$ cat src/rtl/mbx_guard_pkg.sv
package mbx_guard_pkg;
  typedef enum logic {FLD_ID = 1'b0, FLD_DATA = 1'b1} mb_field_e;
  typedef enum logic [1:0] {
    CFG_EN    = 2'd0,
    CFG_DIR   = 2'd1,
    CFG_TXREQ = 2'd2,
    CFG_TXRST = 2'd3
  } cfg_sel_e;
  typedef struct packed {
    logic en;
    logic tx;
    logic txreq;
    logic txrst;
  } mbx_bits_t;
endpackage

$ cat src/rtl/mbx_bit_bank.sv
module mbx_bit_bank
  import mbx_guard_pkg::*;
#(
  parameter int NUM_MBX = 32,
  parameter int IDX_W   = 5
) (
  input  logic             clk,
  input  logic             rst,
  input  logic             cfg_we,
  input  logic [IDX_W-1:0] cfg_idx,
  input  cfg_sel_e         cfg_sel,
  input  logic             cfg_val,
  input  logic [IDX_W-1:0] rd_idx,
  output mbx_bits_t        rd_bits
);
  mbx_bits_t bank [NUM_MBX];

  for (genvar g = 0; g < NUM_MBX; g++) begin : g_mbx
    mbx_bits_t bits_q;
    always_ff @(posedge clk) begin
      if (rst) begin
        bits_q <= '0;
      end else if (cfg_we && cfg_idx == IDX_W'(g)) begin
        unique case (cfg_sel)
          CFG_EN:    bits_q.en    <= cfg_val;
          CFG_DIR:   bits_q.tx    <= cfg_val;
          CFG_TXREQ: bits_q.txreq <= cfg_val;
          CFG_TXRST: bits_q.txrst <= cfg_val;
          default:   bits_q       <= bits_q;
        endcase
      end
    end
    assign bank[g] = bits_q;
  end

  assign rd_bits = bank[rd_idx];
endmodule

$ cat src/rtl/mbx_write_judge.sv
module mbx_write_judge
  import mbx_guard_pkg::*;
(
  input  logic      mb_we,
  input  mb_field_e field,
  input  mbx_bits_t bits,
  input  logic      dchg,
  output logic      allow,
  output logic      deny_irq
);
  always_comb begin
    allow    = 1'b0;
    deny_irq = 1'b0;
    if (mb_we) begin
      if (field == FLD_ID) begin
        allow = !bits.en;
      end else if (!bits.tx) begin
        allow = 1'b0;
      end else if ((bits.txreq || bits.txrst) && !dchg) begin
        deny_irq = 1'b1;
      end else begin
        allow = 1'b1;
      end
    end
  end
endmodule

$ cat src/rtl/mbx_sched_check.sv
module mbx_sched_check #(
  parameter int IDX_W = 5
) (
  input  logic             clk,
  input  logic             rst,
  input  logic             chk,
  input  logic             post,
  input  logic [IDX_W-1:0] idx,
  input  logic             dchg,
  output logic             abort,
  output logic [IDX_W-1:0] abort_idx,
  output logic             go
);
  logic             armed_q;
  logic             dirty_q;
  logic [IDX_W-1:0] armed_idx_q;
  logic             matched;

  assign matched = armed_q && (armed_idx_q == idx);

  always_ff @(posedge clk) begin
    if (rst) begin
      armed_q     <= 1'b0;
      dirty_q     <= 1'b0;
      armed_idx_q <= '0;
      abort       <= 1'b0;
      abort_idx   <= '0;
      go          <= 1'b0;
    end else begin
      abort <= 1'b0;
      go    <= 1'b0;
      if (chk && !post) begin
        armed_q     <= 1'b1;
        armed_idx_q <= idx;
        dirty_q     <= dchg;
        if (dchg) begin
          abort     <= 1'b1;
          abort_idx <= idx;
        end
      end else if (chk && post) begin
        armed_q <= 1'b0;
        if (!matched || dirty_q || dchg) begin
          abort     <= 1'b1;
          abort_idx <= idx;
        end else begin
          go <= 1'b1;
        end
      end
    end
  end

  assert_abort_go_excl_R9 : assert property (@(posedge clk) disable iff (rst)
    $onehot0({abort, go}));

  assert_unmatched_post_aborts_R10 : assert property (@(posedge clk) disable iff (rst)
    (chk && post && !armed_q) |=> (abort && !go));
endmodule

$ cat src/rtl/mbx_access_guard.sv
module mbx_access_guard
  import mbx_guard_pkg::*;
#(
  parameter int NUM_MBX = 32,
  parameter int DATA_W  = 32
) (
  input  logic                       clk,
  input  logic                       rst,
  input  logic                       cpu_cfg_we,
  input  logic [$clog2(NUM_MBX)-1:0] cpu_cfg_idx,
  input  logic [1:0]                 cpu_cfg_sel,
  input  logic                       cpu_cfg_val,
  input  logic                       cpu_dchg_we,
  input  logic                       cpu_dchg_val,
  input  logic                       cpu_wdi_clr,
  input  logic                       cpu_mb_we,
  input  logic [$clog2(NUM_MBX)-1:0] cpu_mb_idx,
  input  logic                       cpu_mb_field,
  input  logic [DATA_W-1:0]          cpu_mb_wdata,
  input  logic                       sch_chk,
  input  logic                       sch_post,
  input  logic [$clog2(NUM_MBX)-1:0] sch_idx,
  output logic                       ram_we,
  output logic [$clog2(NUM_MBX)-1:0] ram_idx,
  output logic                       ram_field,
  output logic [DATA_W-1:0]          ram_wdata,
  output logic                       wdi_irq,
  output logic                       sch_abort,
  output logic [$clog2(NUM_MBX)-1:0] sch_abort_idx,
  output logic                       sch_go
);
  localparam int IDX_W = $clog2(NUM_MBX);

  mbx_bits_t cur_bits;
  logic      dchg_q;
  logic      dchg_next;
  logic      wdi_q;
  logic      wdi_next;
  logic      allow;
  logic      deny_irq;

  mbx_bit_bank #(.NUM_MBX(NUM_MBX), .IDX_W(IDX_W)) u_bank (
    .clk     (clk),
    .rst     (rst),
    .cfg_we  (cpu_cfg_we),
    .cfg_idx (cpu_cfg_idx),
    .cfg_sel (cfg_sel_e'(cpu_cfg_sel)),
    .cfg_val (cpu_cfg_val),
    .rd_idx  (cpu_mb_idx),
    .rd_bits (cur_bits)
  );

  mbx_write_judge u_judge (
    .mb_we    (cpu_mb_we),
    .field    (mb_field_e'(cpu_mb_field)),
    .bits     (cur_bits),
    .dchg     (dchg_q),
    .allow    (allow),
    .deny_irq (deny_irq)
  );

  mbx_sched_check #(.IDX_W(IDX_W)) u_sched (
    .clk       (clk),
    .rst       (rst),
    .chk       (sch_chk),
    .post      (sch_post),
    .idx       (sch_idx),
    .dchg      (dchg_q),
    .abort     (sch_abort),
    .abort_idx (sch_abort_idx),
    .go        (sch_go)
  );

  assign dchg_next = cpu_dchg_we ? cpu_dchg_val : dchg_q;
  assign wdi_next  = (wdi_q && !cpu_wdi_clr) || deny_irq;

  always_ff @(posedge clk) begin
    if (rst) begin
      dchg_q    <= 1'b0;
      wdi_q     <= 1'b0;
      wdi_irq   <= 1'b0;
      ram_we    <= 1'b0;
      ram_idx   <= '0;
      ram_field <= 1'b0;
      ram_wdata <= '0;
    end else begin
      dchg_q  <= dchg_next;
      wdi_q   <= wdi_next;
      wdi_irq <= wdi_next && !dchg_next;
      ram_we  <= allow;
      if (allow) begin
        ram_idx   <= cpu_mb_idx;
        ram_field <= cpu_mb_field;
        ram_wdata <= cpu_mb_wdata;
      end
    end
  end

  assert_id_locked_R1 : assert property (@(posedge clk) disable iff (rst)
    (cpu_mb_we && !cpu_mb_field && cur_bits.en) |=> !ram_we);

  assert_rx_data_refused_R2 : assert property (@(posedge clk) disable iff (rst)
    (cpu_mb_we && cpu_mb_field && !cur_bits.tx) |=> !ram_we);

  assert_wdi_latched_R5 : assert property (@(posedge clk) disable iff (rst)
    (wdi_q && !cpu_wdi_clr) |=> wdi_q);

  assert_irq_masked_R6 : assert property (@(posedge clk) disable iff (rst)
    dchg_q |-> !wdi_irq);

  assert_dchg_opens_R4 : assert property (@(posedge clk) disable iff (rst)
    (cpu_mb_we && cpu_mb_field && cur_bits.tx && dchg_q) |=> ram_we);
endmodule

$ cat config.mk
export PLATFORM = sky130hd
export DESIGN_NAME = mbx_access_guard
export DESIGN_NICKNAME = d
export VERILOG_FILES = /design/src/rtl/mbx_guard_pkg.sv /design/src/rtl/mbx_bit_bank.sv /design/src/rtl/mbx_write_judge.sv /design/src/rtl/mbx_sched_check.sv /design/src/rtl/mbx_access_guard.sv
export SDC_FILE = /design/constraint.sdc
export NUM_CORES = 1
export LEC_CHECK = 0
export ABC_CLOCK_PERIOD_IN_PS = 8029
export BUFFER_PORTS_ARGS = -buffer_cell sky130_fd_sc_hd__buf_2
export CAP_MARGIN = 20
export CORE_MARGIN = 1.5
export CORE_UTILIZATION = 61
export CTS_CLUSTER_SIZE = 30
export DETAILED_ROUTE_END_ITERATION = 7
export PLACE_DENSITY = 0.85
export RECOVER_POWER = 25
export SETUP_SLACK_MARGIN = 0.05
export SKIP_CTS_REPAIR_TIMING = 1
export SLEW_MARGIN = 5
export SYNTH_ARGS = -nofsm -noshare
export SYNTH_HDL_FRONTEND = slang
export SYNTH_SLANG_ARGS = --single-unit
$ cat constraint.sdc
create_clock -name clk -period 8.03 [get_ports clk]
set_clock_uncertainty 0.2 [all_clocks]
set_input_delay 1.606 -clock clk [delete_from_list [all_inputs] [get_ports clk]]
set_output_delay 1.606 -clock clk [all_outputs]
set_load 0.01 [all_outputs]
==> reports/metrics.yaml, run 1 <==
critPathSlowestCell: "clkbuf_1"
startpoint_type: "primary input"
synth-seq-cells: 184
final_hold_viol_count: 0
core_area_um2: 13800
net-switching-power_mw: 0.530
route.detailed.drc: 0
synth-main-ff-cell: "dfxtp_1"
yosys.area_share.xor_xnor_pct: 0.509
antenna_found_initial: 1
pwr-share-clk_pct: 42.5
peakVddDrop_mv: 0.133
clk_transition_reported_paths_ns: 0.07
start_util_pct: 62.2
synth_nets: 1122
setup_viol: 0
pre_cts_ws_ns: 3.42
finalCriticalPeriod_ns: 5.74
synth-simple-area-share_pct: 22.8
io_buffers: 106
cts_buffers: 17
clock_latency_ns: 0.44
grt_overflow_total: 0
run_status: "finished with violations"
relSlewSlack_pct: -123
tightest_slew_ns: 3.35
grt_pass1_wl_mm: 37.2
critical_path_class: "primary input to flop"
finalMaxSlewViolations: 76
post-route-period-util_pct: 71.5
gp_congestion: 0.894
first_pass_iters: 5
grt_pass1_vias: 7391
drt-initial-drc-count: 963
wl_per_cell_um: 18.0
end_kind: "flop"
drt-total-wl_mm: 23.4
postRouteAntennaNets: 0
synthCells: 1062
final_common_cell: "nand2_1"
grt.total_usage_pct: 32.0
cts_tree: "built"
place_inst: 1266
rows: 43
syn_avg_cell_area_um2: 8.09
final_layout_size_suffix_gt1_share_pct: 12.9
htree_num_levels: 4
rsz0062_at_grt: "no"
p_seq_share_pct: 47.5
comb_power_share_pct: 10.0
cts-root-buf: "clkbuf_16"
ys_seq_area_share_pct: 42.9
grt_max_degree: 84
p_int_mw: 1.46
cts.sinks: 184
die_y_um: 122
cts_buffer_depth: 2
syn2layout_area_growth_pct: 11.5
cp_cell_sequence: "clkbuf_1 > inv_1 > buf_4 > o311ai_4 > buf_4 > o32ai_1"
hpwl_mm: 14.5
vias: 8047
ys_types: 53
fin_cells: 1299
violations: "capacitance limit, slew limit"
tns_ns: 0
ioPinCount: 107
vias_per_cell: 6.19
layout_common_cells: "nand2_1 (185), dfxtp_1 (184), a21oi_1 (114), nor2_1 (83), o21ai_0 (70)"
synthAdderAreaFrac_pct: 0
worst_path_largest_cell_delay_ns: 2.33
synth-edff-count: 0
hold_class: "flop to flop"
leakagePower_nw: 3.30
synthMuxAreaShare_pct: 9.10
p_per_area_nw_per_um2: 207
fin_ws_ns: 2.29
dieWidth_um: 122
cp_max_fo: 75
cp_common_cell: "buf_4"
synth_async_sr_flop_share_pct: 0
die_area_um2: 14800
max_cap_violations: 1
max_freq_mhz: 174
critPathArrivalTime_ns: 5.84
nNetsFinal: 1165
synth-compound-area-share_pct: 17.9
netlist_area_um2: 8600
ys_warn_count: 0
synth_top_family_by_area: "simple AND/OR/NAND/NOR gates"
cp.required_ns: 8.13
netSwitchingFraction_pct: 26.7
==> kinds of logic (layout without fill, tap and decap cells) <==
group / count (synthesis) / after routing
flops: 184 / 184
buf+inv: 139 / 195
xor+xnor: 5 / 5
mux: 53 / 53
other cells: 0 / 1
compound gates: 249 / 249
simple gates: 432 / 432
==> worst max-delay path: cells and delay by family <==
| kind | cells | cell delay, ns |
|---|---|---|
| AO/OA/AOI/OAI | 2 | 0.27 |
| buffers and inverters | 4 | 3.92 |
==> registers in the layout, indices dropped and copies added, names as in the netlist <==
signal               cells
ram_we                   1
ram_field                1
ram_wdata               32
u_sched.abort_idx        5
u_bank.bank            128
wdi_q                    1
ram_idx                  5
u_sched.dirty_q          1
u_sched.abort            1
u_sched.go               1
u_sched.armed_idx_q      5
dchg_q                   1
wdi_irq                  1
u_sched.armed_q          1
==> worst paths after layout <==
kind | from | endpoint | slack (ns) | cells after the start
max | rst | ram_idx[1] | 2.29 | 6
max reg2reg | u_bank.bank[25] | ram_idx[1] | 5.21 | 7
min | ram_wdata[28] | ram_wdata[28] | 0.26 | 2
min reg2reg | ram_wdata[28] | ram_wdata[28] | 0.26 | 2
==> power groups by stage <==
stage | clock network, mW | logic, mW | registers (mW)
2_1_floorplan | 0 | 0.125 | 0.972
3_3_place_gp | 0 | 0.194 | 0.964
3_5_place_dp | 0 | 0.197 | 0.965
4_1_cts | 0.850 | 0.199 | 0.944
5_1_grt | 0.891 | 0.214 | 0.947
6_report | 0.845 | 0.198 | 0.945
==> final cells by class <==
| class | count | area [µm²] |
|---|---|---|
| flip-flops and latches | 184 | 3680 |
| inverters | 43 | 161 |
| multi-input cells | 739 | 4340 |
| fillers | 1106 | 4240 |
| well taps | 180 | 225 |
| diodes | 1 | 2.50 |
| clock inverters | 15 | 169 |
| clock buffers | 17 | 425 |
| repair buffers | 120 | 578 |
==> per-stage QoR <==
stage          power [mW]  instance area [µm²]  utilization, %  hold slack (ns)
2_1_floorplan        1.10                 8600               -            0.231
3_3_place_gp         1.16                 9050            65.5            0.237
3_5_place_dp         1.16                 9050            65.5            0.242
4_1_cts              1.99                 9650            69.8            0.254
5_1_grt              2.05                 9590            69.3            0.271
6_report             1.99                 9590            69.3            0.256
==> layer usage <==
metal	GRT usage, %	part of all wire (%)	vias to the layer above
met4	13.7	3.1	0
met1	40.5	40	3727
met3	7.26	9.7	63
met2	52.8	47	440
li1	-	-	3817
met5	0	0	-
==> Yosys cell counts (2+ instances only) <==
library cell | instances | area (µm²)
clkbuf_1 | 77 | 289
buf_2 | 5 | 25.0
buf_4 | 3 | 22.5
o22ai_1 | 3 | 18.8
mux2_2 | 6 | 67.6
a21oi_1 | 114 | 571
dfxtp_1 | 184 | 3680
xor2_1 | 5 | 43.8
nand3_1 | 55 | 275
o211ai_1 | 4 | 30.0
nor2_1 | 84 | 315
a211oi_1 | 2 | 15.0
buf_6 | 6 | 67.6
nand2_1 | 185 | 694
nand2b_1 | 10 | 62.6
mux2i_1 | 29 | 290
nor2b_1 | 11 | 68.8
o41a_1 | 2 | 22.5
inv_1 | 42 | 158
nor3_1 | 11 | 55.1
o32ai_1 | 33 | 289
o32ai_2 | 5 | 81.3
mux4_2 | 13 | 293
nor3b_1 | 3 | 22.5
nand4_1 | 49 | 307
buf_1 | 5 | 18.8
or2_2 | 7 | 43.8
o21ai_0 | 70 | 350
mux4_1 | 5 | 131
nor4_1 | 2 | 12.5
or3_1 | 6 | 37.5
and2_1 | 4 | 25.0
o311ai_0 | 2 | 17.5
Note: power is estimated with default switching activity, not from simulation.
==> run 2: changes to the inputs <==
--- a/config.mk
+++ b/config.mk
@@ -5,14 +5,15 @@
 export SDC_FILE = /design/constraint.sdc
 export NUM_CORES = 1
 export LEC_CHECK = 0
-export ABC_CLOCK_PERIOD_IN_PS = 8029
+export ABC_AREA = 1
+export ABC_CLOCK_PERIOD_IN_PS = 5300
 export BUFFER_PORTS_ARGS = -buffer_cell sky130_fd_sc_hd__buf_2
 export CAP_MARGIN = 20
 export CORE_MARGIN = 1.5
-export CORE_UTILIZATION = 61
+export CORE_UTILIZATION = 59
 export CTS_CLUSTER_SIZE = 30
 export DETAILED_ROUTE_END_ITERATION = 7
-export PLACE_DENSITY = 0.85
+export PLACE_DENSITY = 0.83
 export RECOVER_POWER = 25
 export SETUP_SLACK_MARGIN = 0.05
 export SKIP_CTS_REPAIR_TIMING = 1
==> constraint.sdc (replaced) <==
create_clock -name clk -period 5.3 [get_ports clk]
set_clock_uncertainty 0.2 [all_clocks]
set_input_delay 1.06 -clock clk [delete_from_list [all_inputs] [get_ports clk]]
set_output_delay 1.06 -clock clk [all_outputs]
set_load 0.01 [all_outputs]
==> reports/metrics.yaml, run 2 <==
clk_transition_reported_paths_ns: 0.07  # about the same
leakagePower_nw: 3.81  # was 3.30 nW
clock_latency_ns: 0.43  # was 0.44 ns
startpoint_type: "primary input"  # unchanged
core_area_um2: 15100  # was 13800 µm²
hold_depth: 2  # unchanged
ioPinCount: 107  # unchanged
multiInputGateArea_um2: 4250  # was 4340 µm²
grt.total_usage_pct: 29.3  # was 32.0%
cts_buffer_depth: 2  # unchanged
violations: "capacitance limit, slew limit"  # unchanged
ys_seq_area_share_pct: 40.5  # was 42.9%
grt_overflow_total: 0  # unchanged
syn2layout_area_growth_pct: 9.25  # was 11.5%
drt-initial-drc-count: 970  # was 963
grt_max_degree: 95  # was 84
cts-root-buf: "clkbuf_16"  # unchanged
vias: 8916  # was 8047
min_to: "u_bank.bank[84]"  # was ram_wdata[28]
grt_pass1_wl_mm: 38.1  # was 37.2 mm
synth_top_cell_by_area: "dfxtp_1"  # unchanged
finalCriticalPeriod_ns: 4.31
postRouteAntennaNets: 0  # unchanged
synthCells: 1302  # was 1062
ys_warn_count: 0  # unchanged
tightest_slew_ns: 4.00  # was 3.35 ns
gp_congestion: 0.903  # was 0.894
rsz0062_at_grt: "no"  # unchanged
synth-edff-count: 0  # unchanged
cp.required_ns: 5.24  # was 8.13 ns
die_area_um2: 16200  # was 14800 µm²
relSlewSlack_pct: -167  # was -123%
final_common_cell: "nand2_1"  # unchanged
syn_avg_cell_area_um2: 6.99  # was 8.09 µm²
peakVddDrop_mv: 0.244  # was 0.133 mV
ys_types: 34  # was 53
io_buffers: 106  # unchanged
nFillCells: 1346  # was 1106
final_hold_viol_count: 0  # unchanged
vias_per_cell: 5.76  # was 6.19
tns_ns: 0  # unchanged
synth_top_family_by_area: "simple AND/OR/NAND/NOR gates"  # unchanged
critPathArrivalTime_ns: 4.25  # was 5.84 ns
synth_async_sr_flop_share_pct: 0  # unchanged
n_antenna_cell: 0  # was 1
rows: 45  # was 43
netlist_area_um2: 9100  # was 8600 µm²
r2r-end: "ram_wdata[0]"  # was ram_idx[1]
synth.most_common_cell: "nand2_1"  # unchanged
setup_viol: 0  # unchanged
r2r_start: "u_bank.bank[49]"  # was u_bank.bank[25]
hpwl_mm: 15.2  # was 14.5 mm
largest_reg_flops: 128  # unchanged
synth_common_cells: "nand2_1 (199), dfxtp_1 (184), inv_1 (158)"  # was nand2_1 (185), dfxtp_1 (184), a21oi_1 (114)
cts_tree: "built"  # unchanged
critical_path_class: "primary input to flop"  # unchanged
antenna_found_initial: 0  # was 1
hold_class: "flop to flop"  # unchanged
max_cap_violations: 1  # unchanged
yosys.area_share.xor_xnor_pct: 0.192  # was 0.509%
grt_pass1_vias: 7916  # was 7391
rr_worst_depth: 13  # was 7
seq_area_um2: 3680  # unchanged
route.detailed.drc: 0  # unchanged
synthMuxAreaShare_pct: 0  # was 9.10%
synth-simple-area-share_pct: 25.2  # was 22.8%
reg2reg_slack_ns: 2.75  # was 5.21 ns
end_kind: "flop"  # unchanged
first_pass_iters: 6  # was 5
synth_nets: 1362  # was 1122
die_y_um: 127  # was 122 µm
cp_max_fo: 87  # was 75
synth_top_area_share_pct: 40.5  # was 42.9%
layout_common_cells: "nand2_1 (199), dfxtp_1 (184), inv_1 (158), nand3_1 (155), a21oi_1 (150)"  # was nand2_1 (185), dfxtp_1 (184), a21oi_1 (114), nor2_1 (83), o21ai_0 (70)
synthTopCellsByArea: "dfxtp_1 (40%), nand3_1 (8.5%), a21oi_1 (8.2%)"  # was dfxtp_1 (43%), nand2_1 (8.1%), a21oi_1 (6.6%)
min-delay-start: "u_bank.bank[84]"  # was ram_wdata[28]
cts_buffers: 17  # unchanged
post-route-period-util_pct: 81.3
p_per_area_nw_per_um2: 320  # was 207 nW/µm²
synth-main-ff-cell: "dfxtp_1"  # unchanged
nNetsFinal: 1408  # was 1165
wl_per_cell_um: 15.4  # was 18.0 µm
final_layout_size_suffix_gt1_share_pct: 11.9  # was 12.9%
synth-seq-cells: 184  # unchanged
synthAdderAreaFrac_pct: 0  # unchanged
max_freq_mhz: 232
dieWidth_um: 127  # was 122 µm
finalMaxSlewViolations: 88  # was 76
start_util_pct: 60.1  # was 62.2%
cts.sinks: 184  # unchanged
worstSetupStartpoint: "rst"  # unchanged
htree_num_levels: 4  # unchanged
drt-total-wl_mm: 23.9  # was 23.4 mm
run_status: "finished with violations"  # unchanged
synth-compound-area-share_pct: 21.1  # was 17.9%
fin_util_pct: 65.7  # was 69.3%
[run 2: cells by family after synthesis]
family          count (synthesis)
simple gates                  516
flops                         184
buf+inv                       252
compound gates                348
xor+xnor                        2
[run 2: critical path, cell delays in order]
cell      delay (ns)
clkbuf_1        0.11
clkbuf_1        2.80
nor3_1          0.21
[run 2: cell type report]
class	instances	share of cell area, %
multi-input combinational	866	42.7
sequential	184	37.0
inverter	161	6.10
timing repair buffer	118	5.61
clock buffer	22	4.77
tap	188	2.37
clock inverter	10	1.42
[run 2: power breakdown]
group	internal [mW]	switching, mW
Combinational	0.122	0.277
Clock	0.782	0.548
Sequential	1.42	0.0259
Total	2.33	0.851
[run 2: how the worst max path moves through the flow]
stage	endpoint	slack, ns	cells past startpoint
2_1_floorplan	ram_wdata[17]	2.58	15
3_3_place_gp	ram_wdata[1]	1.41	14
3_5_place_dp	ram_wdata[0]	1.29	14
4_1_cts	ram_wdata[0]	1.75	14
5_1_grt	u_sched.dirty_q	0.85	3
6_report	u_sched.go	0.99	3
[run 2: metrics by stage]
stage	std cells	hold slack, ns	worst slack [ns]	area (µm²)	total power [mW]
after global placement	1517	0.238	1.41	9390	1.87
after CTS	1549	0.254	1.75	10000	3.19
after detailed placement	1517	0.245	1.29	9390	1.88
after global routing	1549	0.271	0.845	9940	3.29
after floorplan	1302	0.224	2.58	9100	1.79
final	1549	0.254	0.991	9940	3.18
[run 2: per-layer routing]
metal	track usage, %	routed length (µm)	up-vias
met2	47.0	11300	403
met3	5.61	1760	66
met4	16.2	786	0
li1	-	-	4333
met5	0	0	-
met1	37.4	10000	4114
==> run 3: changes to the inputs <==
--- a/config.mk
+++ b/config.mk
@@ -6,14 +6,14 @@
 export NUM_CORES = 1
 export LEC_CHECK = 0
 export ABC_AREA = 1
-export ABC_CLOCK_PERIOD_IN_PS = 5300
+export ABC_CLOCK_PERIOD_IN_PS = 3850
 export BUFFER_PORTS_ARGS = -buffer_cell sky130_fd_sc_hd__buf_2
 export CAP_MARGIN = 20
 export CORE_MARGIN = 1.5
-export CORE_UTILIZATION = 59
+export CORE_UTILIZATION = 53
 export CTS_CLUSTER_SIZE = 30
 export DETAILED_ROUTE_END_ITERATION = 7
-export PLACE_DENSITY = 0.83
+export PLACE_DENSITY = 0.78
 export RECOVER_POWER = 25
 export SETUP_SLACK_MARGIN = 0.05
 export SKIP_CTS_REPAIR_TIMING = 1
==> constraint.sdc (replaced) <==
create_clock -name clk -period 3.85 [get_ports clk]
set_clock_uncertainty 0.2 [all_clocks]
set_input_delay 0.77 -clock clk [delete_from_list [all_inputs] [get_ports clk]]
set_output_delay 0.77 -clock clk [all_outputs]
set_load 0.01 [all_outputs]
==> reports/metrics.yaml, run 3 (synthesis gave the netlist of run 2 again) <==
startpoint_type: "primary input"  # unchanged
finalCriticalPeriod_ns: 3.04
grt_pass1_vias: 8010  # was 7916
core_area_um2: 16700  # was 15100 µm²
grt.total_usage_pct: 27.1  # was 29.3%
vias_per_cell: 5.54  # was 5.76
max_cap_violations: 0  # was 1
fin_util_pct: 60.1  # was 65.7%
gp_congestion: 0.948  # was 0.903
layout_common_cells: "nand2_1 (199), dfxtp_1 (184), inv_1 (159), nand3_1 (155), a21oi_1 (150)"  # was nand2_1 (199), dfxtp_1 (184), inv_1 (158), nand3_1 (155), a21oi_1 (150)
cp_max_fo: 66  # was 87
cts-root-buf: "clkbuf_16"  # unchanged
cts_buffers: 17  # unchanged
antenna_found_initial: 1  # was 0
cts.sinks: 184  # unchanged
syn2layout_area_growth_pct: 10.3  # was 9.25%
grt_overflow_total: 0  # unchanged
post-route-period-util_pct: 78.9
wl_per_cell_um: 15.3  # was 15.4 µm
hpwl_mm: 15.4  # was 15.2 mm
clk_transition_reported_paths_ns: 0.07  # about the same
drt-total-wl_mm: 24.3  # was 23.9 mm
r2r_start: "u_bank.bank[45]"  # was u_bank.bank[49]
setup_viol: 0  # unchanged
die_y_um: 134  # was 127 µm
r2r-end: "ram_wdata[3]"  # was ram_wdata[0]
rsz0062_at_grt: "no"  # unchanged
htree_num_levels: 4  # unchanged
start_util_pct: 54.5  # was 60.1%
final_layout_size_suffix_gt1_share_pct: 13.6  # was 11.9%
min-delay-start: "u_bank.bank[104]"  # was u_bank.bank[84]
tightest_slew_ns: 1.40  # was 4.00 ns
io_buffers: 106  # unchanged
min_to: "u_bank.bank[104]"  # was u_bank.bank[84]
nNetsFinal: 1412  # was 1408
drt-initial-drc-count: 857  # was 970
max_freq_mhz: 329
reg2reg_slack_ns: 1.65  # was 2.75 ns
final_common_cell: "nand2_1"  # unchanged
finalMaxSlewViolations: 0  # was 88
hold_depth: 2  # unchanged
tns_ns: 0  # unchanged
run_status: "complete, no violations"  # was finished with violations
dieWidth_um: 134  # was 127 µm
critPathArrivalTime_ns: 3.20  # was 4.25 ns
largest_reg_flops: 128  # unchanged
grt_pass1_wl_mm: 39.3  # was 38.1 mm
leakagePower_nw: 3.90  # was 3.81 nW
peakVddDrop_mv: 0.340  # was 0.244 mV
rr_worst_depth: 15  # was 13
die_area_um2: 18000  # was 16200 µm²
critical_path_class: "primary input to flop"  # unchanged
clock_latency_ns: 0.44  # was 0.43 ns
n_antenna_cell: 0  # unchanged
relSlewSlack_pct: 6.42  # was -167%
cp.required_ns: 4.01  # was 5.24 ns
hold_class: "flop to flop"  # unchanged
cts_buffer_depth: 2  # unchanged
postRouteAntennaNets: 0  # unchanged
vias: 8780  # was 8916
first_pass_iters: 6  # unchanged
p_per_area_nw_per_um2: 429  # was 320 nW/µm²
grt_max_degree: 76  # was 95
cts_tree: "built"  # unchanged
rows: 47  # was 45
end_kind: "flop"  # unchanged
final_hold_viol_count: 0  # unchanged
route.detailed.drc: 0  # unchanged
ioPinCount: 107  # unchanged
run 3: changes by cell type in the layout (fill, tap and decap cells not counted), sizes merged:
cell,before,now
clkinv,3,6
clkbuf,72,51
inv,163,164
bufinv,3,2
buf,68,89
clkinvlp,2,3
run 3: critical path: stages:
cell and delay [ns]:
clkbuf_1 0.15, inv_1 0.72, clkbuf_2 1.03, o21ai_0 0.27
a21oi_1 0.20
run 3: stage by stage:
step	worst slack [ns]	cell area (µm²)	hold WS, ns	instances	power (mW)
floorplan	1.42	9100	0.224	1302	2.47
global placement	0.778	9510	0.237	1553	2.59
detailed placement	0.738	9510	0.244	1553	2.61
CTS	1.20	10100	0.254	1585	4.33
global route	0.537	10000	0.279	1585	4.47
finish	0.811	10000	0.256	1585	4.30
run 3: routing by layer:
metal,up-vias,GRT usage [%],share of wire (%),wire (µm)
met3,63,4.84,6.5,1570
met5,-,0,0.054,13
met2,322,44.1,47,11400
met4,2,12.2,3.3,801
li1,4357,-,-,-
met1,4036,35.2,43,10500
run 3: layout make-up:
| class | instances | area, µm² |
|---|---|---|
| Clock inverter | 14 | 150 |
| Tap cell | 220 | 275 |
| Sequential cell | 184 | 3680 |
| Inverter | 161 | 607 |
| Timing Repair Buffer | 122 | 647 |
| Fill cell | 1598 | 6660 |
| Clock buffer | 18 | 429 |
| Multi-Input combinational cell | 866 | 4250 |
run 3: power by group:
group	total [mW]	switching, mW	internal (mW)
registers	1.99	0.0337	1.96
clock network	1.74	0.780	0.961
logic	0.570	0.388	0.182
run 3: worst max-delay path by stage:
stage                              from              to  depth (start not counted)  slack [ns]
after floorplan           cpu_mb_idx[0]   ram_wdata[17]                         15        1.42
after global placement    cpu_mb_idx[1]   ram_wdata[28]                         16        0.78
after detailed placement  cpu_mb_idx[1]    ram_wdata[0]                         16        0.74
after CTS                 cpu_mb_idx[1]      ram_idx[3]                         16        1.20
after global routing                rst  u_bank.bank[6]                          5        0.54
final                               rst  u_bank.bank[6]                          5        0.81
